<file path="src/rtl/bitop_pkg.sv">
package bitop_pkg;

    localparam int unsigned DATA_W  = 8;
    localparam int unsigned NIB_W   = DATA_W / 2;
    localparam int unsigned IDX_W   = $clog2(DATA_W);
    localparam int unsigned SEL_W   = 3;
    localparam int unsigned GRP_LSB = IDX_W + SEL_W;
    localparam int unsigned IDX_LSB = SEL_W;
    localparam logic [SEL_W-1:0] SEL_MEM = 3'd6;

    typedef enum logic [1:0] {
        GRP_SHIFT = 2'b00,
        GRP_TEST  = 2'b01,
        GRP_CLR   = 2'b10,
        GRP_SET   = 2'b11
    } grp_e;

    typedef enum logic [2:0] {
        SH_RLC  = 3'd0,
        SH_RRC  = 3'd1,
        SH_RL   = 3'd2,
        SH_RR   = 3'd3,
        SH_SLA  = 3'd4,
        SH_SRA  = 3'd5,
        SH_SWAP = 3'd6,
        SH_SRL  = 3'd7
    } shop_e;

    typedef enum logic [2:0] {
        PH_IDLE   = 3'd0,
        PH_READ   = 3'd1,
        PH_MODIFY = 3'd2,
        PH_WRITE  = 3'd3,
        PH_DONE   = 3'd4
    } phase_e;

    typedef struct packed {
        logic z;
        logic n;
        logic h;
        logic c;
    } flg_t;

    typedef struct packed {
        grp_e             grp;
        logic [IDX_W-1:0] idx;
        logic [SEL_W-1:0] sel;
    } dec_t;

endpackage

</file>
<file path="src/rtl/bitop_decode.sv">
module bitop_decode
    import bitop_pkg::*;
(
    input  logic [DATA_W-1:0] opcode,
    output dec_t              dec,
    output logic              is_mem
);

    always_comb begin
        dec.grp = grp_e'(opcode[GRP_LSB +: 2]);
        dec.idx = opcode[IDX_LSB +: IDX_W];
        dec.sel = opcode[0 +: SEL_W];
        is_mem  = (opcode[0 +: SEL_W] == SEL_MEM);
    end

endmodule

</file>
<file path="src/rtl/bitop_alu.sv">
module bitop_alu
    import bitop_pkg::*;
(
    input  grp_e              grp,
    input  logic [IDX_W-1:0]  idx,
    input  logic [DATA_W-1:0] opnd,
    input  flg_t              fin,
    output logic [DATA_W-1:0] res,
    output flg_t              fout,
    output logic              wb,
    output logic              fwe
);

    logic [DATA_W-1:0] sh_res;
    logic              sh_c;
    logic [DATA_W-1:0] clr_val;
    logic [DATA_W-1:0] set_val;
    logic              tested;

    // Per-bit clear / set: only the indexed position is forced.
    for (genvar i = 0; i < DATA_W; i++) begin : g_bitop
        assign clr_val[i] = (idx == IDX_W'(i)) ? 1'b0 : opnd[i];
        assign set_val[i] = (idx == IDX_W'(i)) ? 1'b1 : opnd[i];
    end

    assign tested = opnd[idx];

    always_comb begin
        sh_res = opnd;
        sh_c   = 1'b0;
        case (shop_e'(idx))
            SH_RLC: begin
                sh_res = {opnd[DATA_W-2:0], opnd[DATA_W-1]};
                sh_c   = opnd[DATA_W-1];
            end
            SH_RRC: begin
                sh_res = {opnd[0], opnd[DATA_W-1:1]};
                sh_c   = opnd[0];
            end
            SH_RL: begin
                sh_res = {opnd[DATA_W-2:0], fin.c};
                sh_c   = opnd[DATA_W-1];
            end
            SH_RR: begin
                sh_res = {fin.c, opnd[DATA_W-1:1]};
                sh_c   = opnd[0];
            end
            SH_SLA: begin
                sh_res = {opnd[DATA_W-2:0], 1'b0};
                sh_c   = opnd[DATA_W-1];
            end
            SH_SRA: begin
                sh_res = {opnd[DATA_W-1], opnd[DATA_W-1:1]};
                sh_c   = opnd[0];
            end
            SH_SWAP: begin
                sh_res = {opnd[NIB_W-1:0], opnd[DATA_W-1:NIB_W]};
                sh_c   = 1'b0;
            end
            SH_SRL: begin
                sh_res = {1'b0, opnd[DATA_W-1:1]};
                sh_c   = opnd[0];
            end
            default: begin
                sh_res = opnd;
                sh_c   = 1'b0;
            end
        endcase
    end

    always_comb begin
        res  = opnd;
        fout = fin;
        wb   = 1'b0;
        fwe  = 1'b0;
        case (grp)
            GRP_SHIFT: begin
                res  = sh_res;
                fout = '{z: (sh_res == '0), n: 1'b0, h: 1'b0, c: sh_c};
                wb   = 1'b1;
                fwe  = 1'b1;
            end
            GRP_TEST: begin
                res  = opnd;
                fout = '{z: ~tested, n: 1'b0, h: 1'b1, c: fin.c};
                wb   = 1'b0;
                fwe  = 1'b1;
            end
            GRP_CLR: begin
                res  = clr_val;
                fout = fin;
                wb   = 1'b1;
                fwe  = 1'b0;
            end
            GRP_SET: begin
                res  = set_val;
                fout = fin;
                wb   = 1'b1;
                fwe  = 1'b0;
            end
            default: begin
                res  = opnd;
                fout = fin;
            end
        endcase
    end

endmodule

</file>
<file path="src/rtl/bitop_seq.sv">
module bitop_seq
    import bitop_pkg::*;
#(
    parameter int unsigned ADDR_W  = 16,
    parameter int unsigned CNT_W   = 3,
    parameter int unsigned CYC_REG = 2,
    parameter int unsigned CYC_MEM = 4
) (
    input  logic              clk,
    input  logic              rst_n,
    input  logic              start,
    input  dec_t              dec,
    input  logic              is_mem,
    input  flg_t              flags_in,
    input  logic [ADDR_W-1:0] hl_addr,
    input  logic [DATA_W-1:0] rf_rdata,
    // ALU hookup
    output grp_e              alu_grp,
    output logic [IDX_W-1:0]  alu_idx,
    output logic [DATA_W-1:0] alu_opnd,
    output flg_t              alu_fin,
    input  logic [DATA_W-1:0] alu_res,
    input  flg_t              alu_fout,
    input  logic              alu_wb,
    input  logic              alu_fwe,
    // write-back
    output logic              rf_we,
    output logic [SEL_W-1:0]  rf_wsel,
    output logic [DATA_W-1:0] rf_wdata,
    output logic              flag_we,
    output logic [DATA_W-1:0] flag_wdata,
    // memory
    output logic              mem_rd_req,
    input  logic              mem_rd_ack,
    input  logic [DATA_W-1:0] mem_rd_data,
    output logic              mem_wr_req,
    input  logic              mem_wr_ack,
    output logic [ADDR_W-1:0] mem_addr,
    output logic [DATA_W-1:0] mem_wr_data,
    // status
    output logic              busy,
    output logic              done,
    output logic [CNT_W-1:0]  cycles
);

    localparam logic [CNT_W-1:0] CNT_REG = CNT_W'(CYC_REG);
    localparam logic [CNT_W-1:0] CNT_MEM = CNT_W'(CYC_MEM);

    typedef struct packed {
        phase_e            ph;
        grp_e              grp;
        logic [IDX_W-1:0]  idx;
        logic [SEL_W-1:0]  sel;
        logic [ADDR_W-1:0] addr;
        flg_t              fin;
        logic [DATA_W-1:0] tmp;
        logic [DATA_W-1:0] res;
        flg_t              fout;
        logic              rf_we;
        logic              f_we;
        logic [CNT_W-1:0]  cyc;
    } st_t;

    st_t st_d, st_q;

    always_comb begin
        st_d     = st_q;
        alu_grp  = dec.grp;
        alu_idx  = dec.idx;
        alu_opnd = rf_rdata;
        alu_fin  = flags_in;
        case (st_q.ph)
            PH_IDLE: begin
                if (start) begin
                    st_d.grp  = dec.grp;
                    st_d.idx  = dec.idx;
                    st_d.sel  = dec.sel;
                    st_d.addr = hl_addr;
                    st_d.fin  = flags_in;
                    if (is_mem) begin
                        st_d.ph    = PH_READ;
                        st_d.rf_we = 1'b0;
                        st_d.f_we  = 1'b0;
                        st_d.cyc   = CNT_MEM;
                    end else begin
                        st_d.ph    = PH_DONE;
                        st_d.res   = alu_res;
                        st_d.fout  = alu_fout;
                        st_d.rf_we = alu_wb;
                        st_d.f_we  = alu_fwe;
                        st_d.cyc   = CNT_REG;
                    end
                end
            end
            PH_READ: begin
                if (mem_rd_ack) begin
                    st_d.tmp = mem_rd_data;
                    st_d.ph  = PH_MODIFY;
                end
            end
            PH_MODIFY: begin
                alu_grp   = st_q.grp;
                alu_idx   = st_q.idx;
                alu_opnd  = st_q.tmp;
                alu_fin   = st_q.fin;
                st_d.res  = alu_res;
                st_d.fout = alu_fout;
                st_d.f_we = alu_fwe;
                st_d.ph   = alu_wb ? PH_WRITE : PH_DONE;
            end
            PH_WRITE: begin
                if (mem_wr_ack) begin
                    st_d.ph = PH_DONE;
                end
            end
            PH_DONE: begin
                st_d.ph = PH_IDLE;
            end
            default: begin
                st_d.ph = PH_IDLE;
            end
        endcase
    end

    always_ff @(posedge clk or negedge rst_n) begin
        if (!rst_n) begin
            st_q <= '0;
        end else begin
            st_q <= st_d;
        end
    end

    always_comb begin
        busy        = (st_q.ph != PH_IDLE);
        done        = (st_q.ph == PH_DONE);
        mem_rd_req  = (st_q.ph == PH_READ);
        mem_wr_req  = (st_q.ph == PH_WRITE);
        mem_addr    = st_q.addr;
        mem_wr_data = st_q.res;
        rf_we       = done && st_q.rf_we;
        rf_wsel     = st_q.sel;
        rf_wdata    = st_q.res;
        flag_we     = done && st_q.f_we;
        flag_wdata  = {st_q.fout, {NIB_W{1'b0}}};
        cycles      = st_q.cyc;
    end

    AST_DONE_ONE_CYCLE: assert property (@(posedge clk) disable iff (!rst_n)
        done |=> !done) else $error("done longer than one clock");

    AST_REG_LATENCY: assert property (@(posedge clk) disable iff (!rst_n)
        (!busy && start && !is_mem) |=> (done && cycles == CNT_REG && !mem_rd_req)) else $error("register op latency");

    AST_RD_HOLD: assert property (@(posedge clk) disable iff (!rst_n)
        (mem_rd_req && !mem_rd_ack) |=> (mem_rd_req && $stable(mem_addr))) else $error("read request dropped");

    AST_WR_HOLD: assert property (@(posedge clk) disable iff (!rst_n)
        (mem_wr_req && !mem_wr_ack) |=> (mem_wr_req && $stable(mem_wr_data) && $stable(mem_addr))) else $error("write request dropped");

    AST_TEST_NO_WRITE: assert property (@(posedge clk) disable iff (!rst_n)
        (st_q.ph == PH_MODIFY && st_q.grp == GRP_TEST) |=> (!mem_wr_req && done)) else $error("bit test wrote memory");

    AST_MARK_KEEPS_FLAGS: assert property (@(posedge clk) disable iff (!rst_n)
        (done && (st_q.grp == GRP_CLR || st_q.grp == GRP_SET)) |-> !flag_we) else $error("clear/set wrote flags");

    AST_MEM_NO_RF: assert property (@(posedge clk) disable iff (!rst_n)
        (mem_rd_req || mem_wr_req) |=> !rf_we) else $error("memory op wrote register");

endmodule

</file>
<file path="src/rtl/bitop_exec.sv">
module bitop_exec
    import bitop_pkg::*;
#(
    parameter int unsigned ADDR_W  = 16,
    parameter int unsigned CYC_REG = 2,
    parameter int unsigned CYC_MEM = 4,
    parameter int unsigned CNT_W   = 3
) (
    input  logic              clk,
    input  logic              rst_n,
    input  logic              start,
    input  logic [7:0]        opcode,
    input  logic [3:0]        flags_in,
    input  logic [ADDR_W-1:0] hl_addr,
    output logic [2:0]        rf_rsel,
    input  logic [7:0]        rf_rdata,
    output logic              rf_we,
    output logic [2:0]        rf_wsel,
    output logic [7:0]        rf_wdata,
    output logic              flag_we,
    output logic [7:0]        flag_wdata,
    output logic              mem_rd_req,
    input  logic              mem_rd_ack,
    input  logic [7:0]        mem_rd_data,
    output logic              mem_wr_req,
    input  logic              mem_wr_ack,
    output logic [ADDR_W-1:0] mem_addr,
    output logic [7:0]        mem_wr_data,
    output logic              busy,
    output logic              done,
    output logic [CNT_W-1:0]  cycles
);

    dec_t              dec;
    logic              is_mem;
    grp_e              alu_grp;
    logic [IDX_W-1:0]  alu_idx;
    logic [DATA_W-1:0] alu_opnd;
    flg_t              alu_fin;
    logic [DATA_W-1:0] alu_res;
    flg_t              alu_fout;
    logic              alu_wb;
    logic              alu_fwe;

    bitop_decode u_decode (
        .opcode (opcode),
        .dec    (dec),
        .is_mem (is_mem)
    );

    assign rf_rsel = dec.sel;

    bitop_alu u_alu (
        .grp  (alu_grp),
        .idx  (alu_idx),
        .opnd (alu_opnd),
        .fin  (alu_fin),
        .res  (alu_res),
        .fout (alu_fout),
        .wb   (alu_wb),
        .fwe  (alu_fwe)
    );

    bitop_seq #(
        .ADDR_W  (ADDR_W),
        .CNT_W   (CNT_W),
        .CYC_REG (CYC_REG),
        .CYC_MEM (CYC_MEM)
    ) u_seq (
        .clk         (clk),
        .rst_n       (rst_n),
        .start       (start),
        .dec         (dec),
        .is_mem      (is_mem),
        .flags_in    (flg_t'(flags_in)),
        .hl_addr     (hl_addr),
        .rf_rdata    (rf_rdata),
        .alu_grp     (alu_grp),
        .alu_idx     (alu_idx),
        .alu_opnd    (alu_opnd),
        .alu_fin     (alu_fin),
        .alu_res     (alu_res),
        .alu_fout    (alu_fout),
        .alu_wb      (alu_wb),
        .alu_fwe     (alu_fwe),
        .rf_we       (rf_we),
        .rf_wsel     (rf_wsel),
        .rf_wdata    (rf_wdata),
        .flag_we     (flag_we),
        .flag_wdata  (flag_wdata),
        .mem_rd_req  (mem_rd_req),
        .mem_rd_ack  (mem_rd_ack),
        .mem_rd_data (mem_rd_data),
        .mem_wr_req  (mem_wr_req),
        .mem_wr_ack  (mem_wr_ack),
        .mem_addr    (mem_addr),
        .mem_wr_data (mem_wr_data),
        .busy        (busy),
        .done        (done),
        .cycles      (cycles)
    );

    AST_FLAG_LOW_ZERO: assert property (@(posedge clk) disable iff (!rst_n)
        flag_we |-> (flag_wdata[3:0] == 4'h0)) else $error("flag low nibble");

endmodule

</file>
<file path="config.mk">
export PLATFORM = sky130hd
export DESIGN_NAME = bitop_exec
export DESIGN_NICKNAME = d
export VERILOG_FILES = /design/src/rtl/bitop_pkg.sv /design/src/rtl/bitop_decode.sv /design/src/rtl/bitop_alu.sv /design/src/rtl/bitop_seq.sv /design/src/rtl/bitop_exec.sv
export SDC_FILE = /design/constraint.sdc
export NUM_CORES = 1
export LEC_CHECK = 0
export ABC_AREA = 1
export BUFFER_PORTS_ARGS = -buffer_cell sky130_fd_sc_hd__buf_2
export CORE_ASPECT_RATIO = 0.7
export CORE_MARGIN = 5
export CORE_UTILIZATION = 47
export DETAILED_ROUTE_END_ITERATION = 8
export GPL_ROUTABILITY_DRIVEN = 0
export PLACE_DENSITY = 0.8
export SETUP_SLACK_MARGIN = 0.02
export SYNTH_ARGS = -nofsm -noshare
export SYNTH_HDL_FRONTEND = slang
export SYNTH_SLANG_ARGS = --single-unit
</file>
<file path="constraint.sdc">
create_clock -name clk -period 1.7 [get_ports clk]
set_input_delay 0.34 -clock clk [delete_from_list [all_inputs] [get_ports clk]]
set_output_delay 0.34 -clock clk [all_outputs]
set_load 0.005 [all_outputs]
</file>
### Yosys cells after proc, flatten, opt, wreduce, memory -nomap -nowiden

Cells that the tools add are included.
W data, S select, Z words.

* bits in registers: 56
* input bits: 49
* output and inout port bits: 55

* magnitude comparators: 1
* eq/ne operators: 19
* mux-type cells: 39
* bitwise logic cells: 1
* reductions and logical operators: 18

Operator list (count)
* $pmux W8 S8: 1
* $pmux W8 S4: 1
* $mux W31: 1
* $pmux W12 S2: 1
* $eq A3 B3 Y1 const B: 6
* $mux W1: 17
* $mux W17: 1
* $mux W3: 5
* $eq A3 B2 Y1 const B: 4
* $mux W12: 1
* $pmux W3 S4: 1
* $pmux W4 S3: 1
* $logic_not A8 Y1: 1
* $mux W8: 1
* $eq A3 B1 Y1 const B: 2
* $logic_not A3 Y1: 2
* $pmux W1 S2: 3
* $reduce_and A2 Y1: 3
* $reduce_and A3 Y1: 2
* $reduce_or A3 Y1: 2
* $mux W5: 1
* $eq A2 B2 Y1 const B: 2
* $lt A3 B4 Y1 const B: 1
* $mux W4: 1
* 13 further kinds: 17

### Logic depth before layout (Yosys ltp)

Gate-level depths: netlist (run 1).

* word-level depth: 9
* depth in mapped cells: 14

### By module

From an unflattened synthesis (run 1), not the netlist that was laid out.

* cells, all modules: 513
* area total of the unflattened synthesis: 3563.4 µm²

Modules (own cells, without submodules)
* bitop_seq: instances 1, cells each 358, area an instance 2811.4 µm²
* bitop_alu: instances 1, cells each 145, area an instance 681.9 µm²
* bitop_decode: instances 1, cells each 10, area an instance 70.1 µm²

### Worst setup path after synthesis (run 1)

OpenSTA, ideal clock, no wires.

* kind: flip-flop to flip-flop
* start point: reg u_seq.st_q[54] in the netlist's numbering
* end point: reg u_seq.st_q, in the netlist u_seq.flag_wdata[4]
* setup time: 122 ps
* arrival: 1489 ps
* path slack: 89 ps
* stages on the path, launching flop included: 11
* path buffers: 2
* period minus slack after synthesis: 1611 ps
* cell sequence: dfrtp_1 -> buf_4 -> nor2_1 -> nand2_1 -> nor2_2 -> inv_2 -> nor2_2 -> nor2_1 -> clkbuf_1 -> a21oi_1 -> a21oi_1

* cells in the longest elaborated chain, start to end: 9

RTL lines
* from (decl): RTL line bitop_seq.sv:64 `st_t st_d, st_q;`
* from (signal assigned): RTL line bitop_seq.sv:129 `st_q <= st_d;`
* $eq A3 B2 Y1: RTL line bitop_seq.sv:72 `case (st_q.ph)`
* $mux W3: RTL line bitop_seq.sv:72
* $eq A3 B3 Y1, or another cell as far along: RTL line bitop_alu.sv:31 `case (shop_e'(idx))`
* $reduce_or A4 Y1 (no line) or $reduce_or A3 Y1 (tied branches)
* $pmux W1 S3: RTL line bitop_alu.sv:31
* $pmux W4 S3: RTL line bitop_alu.sv:76 `case (grp)`
* $mux W12: RTL line bitop_seq.sv:80 `if (is_mem) begin`
* $mux W17: RTL line bitop_seq.sv:74 `if (start) begin`
* $pmux W12 S2: RTL line bitop_seq.sv:72

Several ways; a longest one is shown, not always the timed one. The select of a mux whose other input is x is not followed.
A chain may end at the register's enable or synchronous reset.

### Worst setup path in the final report (run 1)

* start point: reg u_seq.st_q[55] in the netlist's numbering
* end point: out mem_rd_req

* cells in the longest elaborated chain, start to end: 1

RTL lines
* $eq A3 B1 Y1: RTL line bitop_seq.sv:136 `mem_rd_req = (st_q.ph == PH_READ);`
* to (decl): RTL line bitop_exec.sv:22 `output logic mem_rd_req,`

No other way between the ends.

==> results.md, run 1 <==
| Item | Reported | Unit |
| --- | --- | --- |
| Synthesized instance count | 468 | - |
| Via count of the first global-routing pass | 3,093 | - |
| H-Tree Level Count | 2 | - |
| Arrival time worst endpoint | 1.55 | ns |
| Fmax | 528.5 | MHz |
| Setup Crit Path Kind | flip-flop to primary output | - |
| Ratio of total power to cell area | 1442 | nW/um2 |
| Clock tree root buffer cell | clkbuf_8 | - |
| Area growth syn-to-layout | 25.33 | % |
| Post-synthesis instance area | 3413 | um2 |
| Cell row count | 26 | - |
| Routed vias/inst | 5.003 | - |
| Number of failing hold endpoints at the final stage | 0 | - |
| Run status | finished, violations left | - |
| Width of the die | 111.9 | um |
| Most area-consuming cells after synthesis | dfrtp_1 40%, nand2_1 15%, buf_4 11%, nor2_1 5.1%, o21ai_0 5.0% | - |
| Fraction of layout instances using a drive strength above 1 | 38.08 | % |
| Skew-Pair Late Insertion Delay | 0.31 | ns |
| Maximum number of pins on one net before global-route repair | 34 | - |
| Proportion of synthesized chip area in sequential cells | 40.32 | % |
| Multi-input logic area | 1608 | um2 |
| Area share of the leading cell type in the synthesized netlist | 40.32 | % |
| TritonCTS clock tree | yes | - |
| Fin cells | 660 | - |
| Die span in y | 81.30 | um |
| Type of destination of the critical path | primary output | - |
| VDD IR-drop max | 0.6590 | mV |
| Synthesized flop and latch total | 55 | - |
| Antenna violations before repair | 0 | - |
| Number of design-rule violations left by the first detailed-router iteration | 359 | - |
| Max_cap viols | 0 | - |
| Leading area contributor after synthesis | dfrtp_1 | - |
| Wire length of the first global-routing pass | 14,700 | um |
| Count of synthesis-stage warnings from yosys | 0 | - |
| Total leakage power | 2.295 | nW |
| Sum of negative setup slack | -1.322 | ns |
| Fill count | 642 | - |
| Wire length after detailed routing | 9213 | um |
| Nets | 610 | - |
| Footprint of the flip-flops and latches | 1378 | um2 |
| Crit path time final | 1.892 | ns |
| Number of antenna diodes | 0 | - |
| Setup slack of the critical path after layout | -0.1921 | ns |
| Sort of element at the start of the critical path | flip-flop | - |
| First-pass iteration count of the detailed router | 6 | - |
| Num CTS Buffers | 5 | - |
| Max-slew violation count | 0 | - |
| Average routed wire per standard cell | 13.96 | um |
| Average instance area after synthesis | 7.293 | um2 |
| CTS max path bufs | 2 | - |
| Detailed-route via count | 3,302 | - |
| Core area | 7189 | um2 |
| Grt ovf | 0 | - |
| Critical path data required time | 1.36 | ns |
| Setup violations, final | 15 | - |
| Buffers added on ports | 98 | - |
| Detailed-route DRC error count | 0 | - |
| Hold WC Path Type | input pin to flip-flop | - |
| Core utilization of the finished layout | 59.50 | % |
| CP max FO | 3 | - |
| Global-route usage over all layers | 19.94 | % |
| Number of placed instances with taps included | 643 | - |
| Dpl hpwl | 6798 | um |
| Share of the clock period used by the worst path | 111.3 | % |
| I/O pins | 104 | - |
| Worst clock skew on the final layout | 0.007846 | ns |
| Antenna viol nets, final | 0 | - |
| Initial core utilization | 47.48 | % |
| Clock sinks | 55 | - |
| Number of different library cells in the post-synthesis netlist | 29 | - |
| Unrepaired setup endpoints after global routing | true | - |
| Clock-pin transition on the worst setup and hold timing paths | 0.10 | ns |
| Failing checks | negative setup slack | - |
| Die Footprint | 9094 | um2 |
[layout make-up]
type,count,area share (%)
Timing Repair Buffer,146,21.26
Multi-Input combinational cell,309,37.58
Clock inverter,2,0.2925
Sequential cell,55,32.20
Tap cell,98,2.866
Clock buffer,6,1.696
Inverter,44,4.095
[routing by layer]
layer	GRT usage, %	up-vias	part of all wire [%]
met2	33.43	163	45
met1	27.21	1498	44
li1	-	1613	-
met4	3.402	0	2.0
met5	0	-	0
met3	4.244	28	8.4
[final timing paths]
check	depth (start not counted)	end	from	slack [ns]
min	3	u_seq.mem_addr[8]	hl_addr[8]	0.21
max reg2reg	11	u_seq.mem_wr_data[4]	u_seq.st_q[54]	-0.15
max	5	mem_rd_req	u_seq.st_q[55]	-0.19
min in group asynchronous	2	u_seq.mem_wr_data[7]	rst_n	0.37
min reg2reg	2	u_seq.mem_addr[11]	u_seq.mem_addr[11]	0.48
max in group asynchronous	3	u_seq.st_q[54]	rst_n	0.83
[cell families after synthesis]
logic type      synth area share, %
mux                           1.320
compound gates                12.83
other cells                  0.1099
buf+inv                       18.04
flops                         40.32
simple gates                  27.38
[layout by cell type (no fill, tap or decap), types with 5 or more instances in the layout]
| cell | count |
|---|---|
| nand4_1 | 5 |
| o21ai_1 | 9 |
| o21ai_4 | 5 |
| clkbuf_8 | 5 |
| nor3_1 | 5 |
| inv_2 | 10 |
| nand2_2 | 8 |
| inv_1 | 31 |
| a21oi_1 | 22 |
| buf_6 | 5 |
| conb_1 | 5 |
| buf_4 | 39 |
| nand2_4 | 6 |
| buf_2 | 98 |
| o21ai_0 | 26 |
| nor2_1 | 42 |
| nand2_1 | 128 |
| a21oi_2 | 6 |
| dfrtp_1 | 54 |
| nand3_1 | 14 |
[report_power, final]
group	leakage (nW)	switching [mW]	internal (mW)	total, mW
Clock	0.0412	0.446	0.290	0.735
Combinational	1.59	1.80	1.37	3.17
Sequential	0.660	0.340	1.92	2.26
[cells in the mapped netlist]
master	number
inv_1	34
mux2_2	4
o211ai_1	1
o21ai_0	34
o21ai_2	2
nor3_1	6
nand2_4	3
buf_4	50
buf_2	6
o21a_1	2
nor2_2	4
nand4_1	5
nand2_1	134
a21oi_4	1
nand3_1	16
nand2_2	5
o21ai_4	1
inv_2	10
o31ai_1	1
o22ai_1	2
o21ai_1	7
nor2_1	46
buf_6	2
nand3_2	1
dfrtp_1	55
clkbuf_1	6
a21oi_1	28
conb_1	1
nand3_4	1
[critical path, cell delays in order (launching register included)]
cell and delay (ns):
dfrtp_1 0.44, buf_4 0.16, buf_4 0.13, nor3_2 0.24, buf_4 0.17, buf_2 0.10
[registers in the layout, indices dropped and copies added, names as in the netlist]
register	flops
u_seq.st_q	22
u_seq.rf_wsel	3
u_seq.mem_addr	16
u_seq.mem_wr_data	8
u_seq.flag_wdata	4
u_seq.cycles	2
[metrics by stage]
stage	power [mW]	setup WS, ns	hold WS [ns]	cell area (um2)
after CTS	5.983	-0.08087	0.2128	4138
final	6.168	-0.1921	0.2137	4278
after detailed placement	5.079	-0.1767	0.1676	3909
after global routing	6.652	-0.2690	0.2106	4278
after global placement	4.981	-0.1188	0.1671	3909
after floorplan	4.435	0.08902	0.04441	3428
[what timing repair did]
action,4_1_cts,5_1_grt
buffers inserted,6,3
pin swaps,4,7
resized for setup,29,34
setup endpoints to repair,13,21
endpoints found under the hold margin,2,0
hold buffers,1,0
(Power assumes the default switching activity.)
==> run 2, diff against run 1 <==
==> constraint.sdc (replaced) <==
create_clock -name clk -period 1.7 [get_ports clk]
set_input_delay 0.34 -clock clk [delete_from_list [all_inputs] [get_ports clk]]
set_output_delay 0.34 -clock clk [all_outputs]
set_load 0.02 [all_outputs]
==> results.md, run 2 (synthesis results as in run 1) <==
| Item | Reported | Unit |
| --- | --- | --- |
| Run status | finished, violations left | - |
| Failing checks | negative hold slack, negative setup slack | - |
| Setup violations, final | 13 | - |
| Initial core utilization | 47.48 | % |
| Skew-Pair Late Insertion Delay | 0.32 | ns |
| Core utilization of the finished layout | 58.88 | % |
| Max FFs per register | 22 | - |
| Worst hold slack | -0.008633 | ns |
| Footprint of the flip-flops and latches | 1379 | um2 |
| Post-CTS Hold Buffers | 0 | - |
| Register name with the most flops | u_seq.st_q | - |
| Setup slack of the critical path after layout | -0.1470 | ns |
| Core area | 7189 | um2 |
| Flop-to-flop setup slack | -0.15 | ns |
| Nets | 615 | - |
| Fill count | 644 | - |
| Antenna viol nets, final | 0 | - |
| Highest-count cells in the layout ignoring fill and taps | 127 x nand2_1, 97 x buf_2, 53 x dfrtp_1 | - |
| Switching portion of total power | 46.86 | % |
| Width of the die | 111.9 | um |
| Clock sinks | 55 | - |
| Fin cells | 665 | - |
| Arrival time worst endpoint | 2.07 | ns |
| Setup Crit Path Kind | flip-flop to flip-flop | - |
| Number of design-rule violations left by the first detailed-router iteration | 264 | - |
| Unrepaired setup endpoints after global routing | true | - |
| Number of failing hold endpoints at the final stage | 6 | - |
| Buffers added on ports | 98 | - |
| Met2 wire length | 4094 | um |
| Design area | 4233 | um2 |
| Antenna violations before repair | 0 | - |
| Part of the total power dissipated in the clock network | 11.5 | % |
| Critical path data required time | 1.92 | ns |
| Timing endpoint of the critical path | u_seq.mem_wr_data[3] | - |
| Number of placed instances with taps included | 650 | - |
| Wire length of the first global-routing pass | 15,270 | um |
| First-pass iteration count of the detailed router | 6 | - |
| Fraction of layout instances using a drive strength above 1 | 37.39 | % |
| CTS max path bufs | 2 | - |
| Maximum number of pins on one net before global-route repair | 56 | - |
| H-Tree Level Count | 2 | - |
| Worst slack at placement | -0.1559 | ns |
| Ratio of total power to cell area | 1599 | nW/um2 |
| Dpl hpwl | 6854 | um |
| Routed vias/inst | 5.014 | - |
| Combinational fraction of design power | 54.9 | % |
| Top layer reached by signal wires | met4 | - |
| Crit path time final | 1.847 | ns |
| Detailed-route via count | 3,334 | - |
| Pwr Total | 6.770 | mW |
| Average routed wire per standard cell | 13.84 | um |
| CP max FO | 6 | - |
| R2R depth | 11 | - |
| Die span in y | 81.30 | um |
| Launch instance of the worst register-to-register path | u_seq.st_q[54] | - |
| Sw Pwr | 3.172 | mW |
| I/O pins | 104 | - |
| Via count of the first global-routing pass | 3,298 | - |
| Wire length after detailed routing | 9203 | um |
| Detail Route met3 WL | 788 | um |
| Num CTS Buffers | 5 | - |
| Cell row count | 26 | - |
| P_int | 3.598 | mW |
| Share of the clock period used by the worst path | 108.6 | % |
| Hold WC Path Type | input pin to async pin | - |
| Global-route usage over all layers | 20.50 | % |
| Destination of the worst register-to-register timing path | u_seq.mem_wr_data[3] | - |
| Max_cap viols | 0 | - |
| Sequential group share of total power | 33.6 | % |
| Total leakage power | 2.307 | nW |
| Type of destination of the critical path | flip-flop | - |
| Critical Path Source | u_seq.st_q[54] | - |
| Grt ovf | 0 | - |
| Placed standard-cell area | 3969 | um2 |
| Detailed-route DRC error count | 0 | - |
| Area growth syn-to-layout | 24.01 | % |
| Sum of negative setup slack | -0.9488 | ns |
| Multi-input logic area | 1541 | um2 |
| Number of antenna diodes | 0 | - |
| Die Footprint | 9094 | um2 |
| Max-slew violation count | 0 | - |
| Clock-pin transition on the worst setup and hold timing paths | 0.11 | ns |
| Worst clock skew on the final layout | 0.008492 | ns |
| Routed length on met1 | 4102 | um |
| TritonCTS clock tree | yes | - |
| VDD IR-drop max | 0.7421 | mV |
| Fmax | 541.4 | MHz |
| Clock tree root buffer cell | clkbuf_8 | - |
| Sort of element at the start of the critical path | flip-flop | - |
| Most frequent standard cell in the layout excluding fill and tap cells | nand2_1 | - |
[run 2: final cells by class]
cell class,count,share of cell area [%]
Timing Repair Buffer,150,21.81
Clock buffer,5,1.626
Tap cell,98,2.897
Clock inverter,3,0.5321
Inverter,44,4.138
Sequential cell,55,32.57
Multi-Input combinational cell,310,36.42
[run 2: worst min-delay path by stage]
stage | from | endpoint | cells after the start
2_1_floorplan | rst_n | u_seq.cycles[1] | 0
3_3_place_gp | rst_n | u_seq.mem_wr_data[2] | 2
3_5_place_dp | rst_n | u_seq.mem_wr_data[2] | 2
4_1_cts | rst_n | u_seq.mem_wr_data[2] | 2
5_1_grt | rst_n | u_seq.mem_wr_data[2] | 2
6_report | rst_n | u_seq.mem_wr_data[2] | 2
[run 2: routing by layer]
layer | vias to the layer above | global-route usage, %
met1 | 1518 | 27.79
met4 | 0 | 7.169
met5 | - | 0
met2 | 169 | 33.07
li1 | 1622 | -
met3 | 25 | 4.021
[run 2: repair_timing]
action                     4_1_cts  5_1_grt
buffers inserted                 5        1
setup endpoints to repair       18       20
pin swaps                        9        4
gates cloned                     0        1
gates resized for setup         30       10
[run 2: critical path, stage by stage (launching register included)]
cell	delay, ns
dfrtp_2	0.45
inv_2	0.08
nor2_4	0.16
nand3_1	0.22
nand2_4	0.16
nand3_1	0.16
nand2_1	0.11
nand2_1	0.06
a21oi_1	0.14
o21ai_1	0.09
o21ai_0	0.07
inv_1	0.05
[run 2: power groups by stage]
stage	sequential (mW)	combinational (mW)	clock, mW
2_1_floorplan	2.19	2.90	0
3_3_place_gp	2.25	3.43	0
3_5_place_dp	2.29	3.50	0
4_1_cts	2.28	3.65	0.800
5_1_grt	2.37	4.07	0.839
6_report	2.28	3.72	0.778
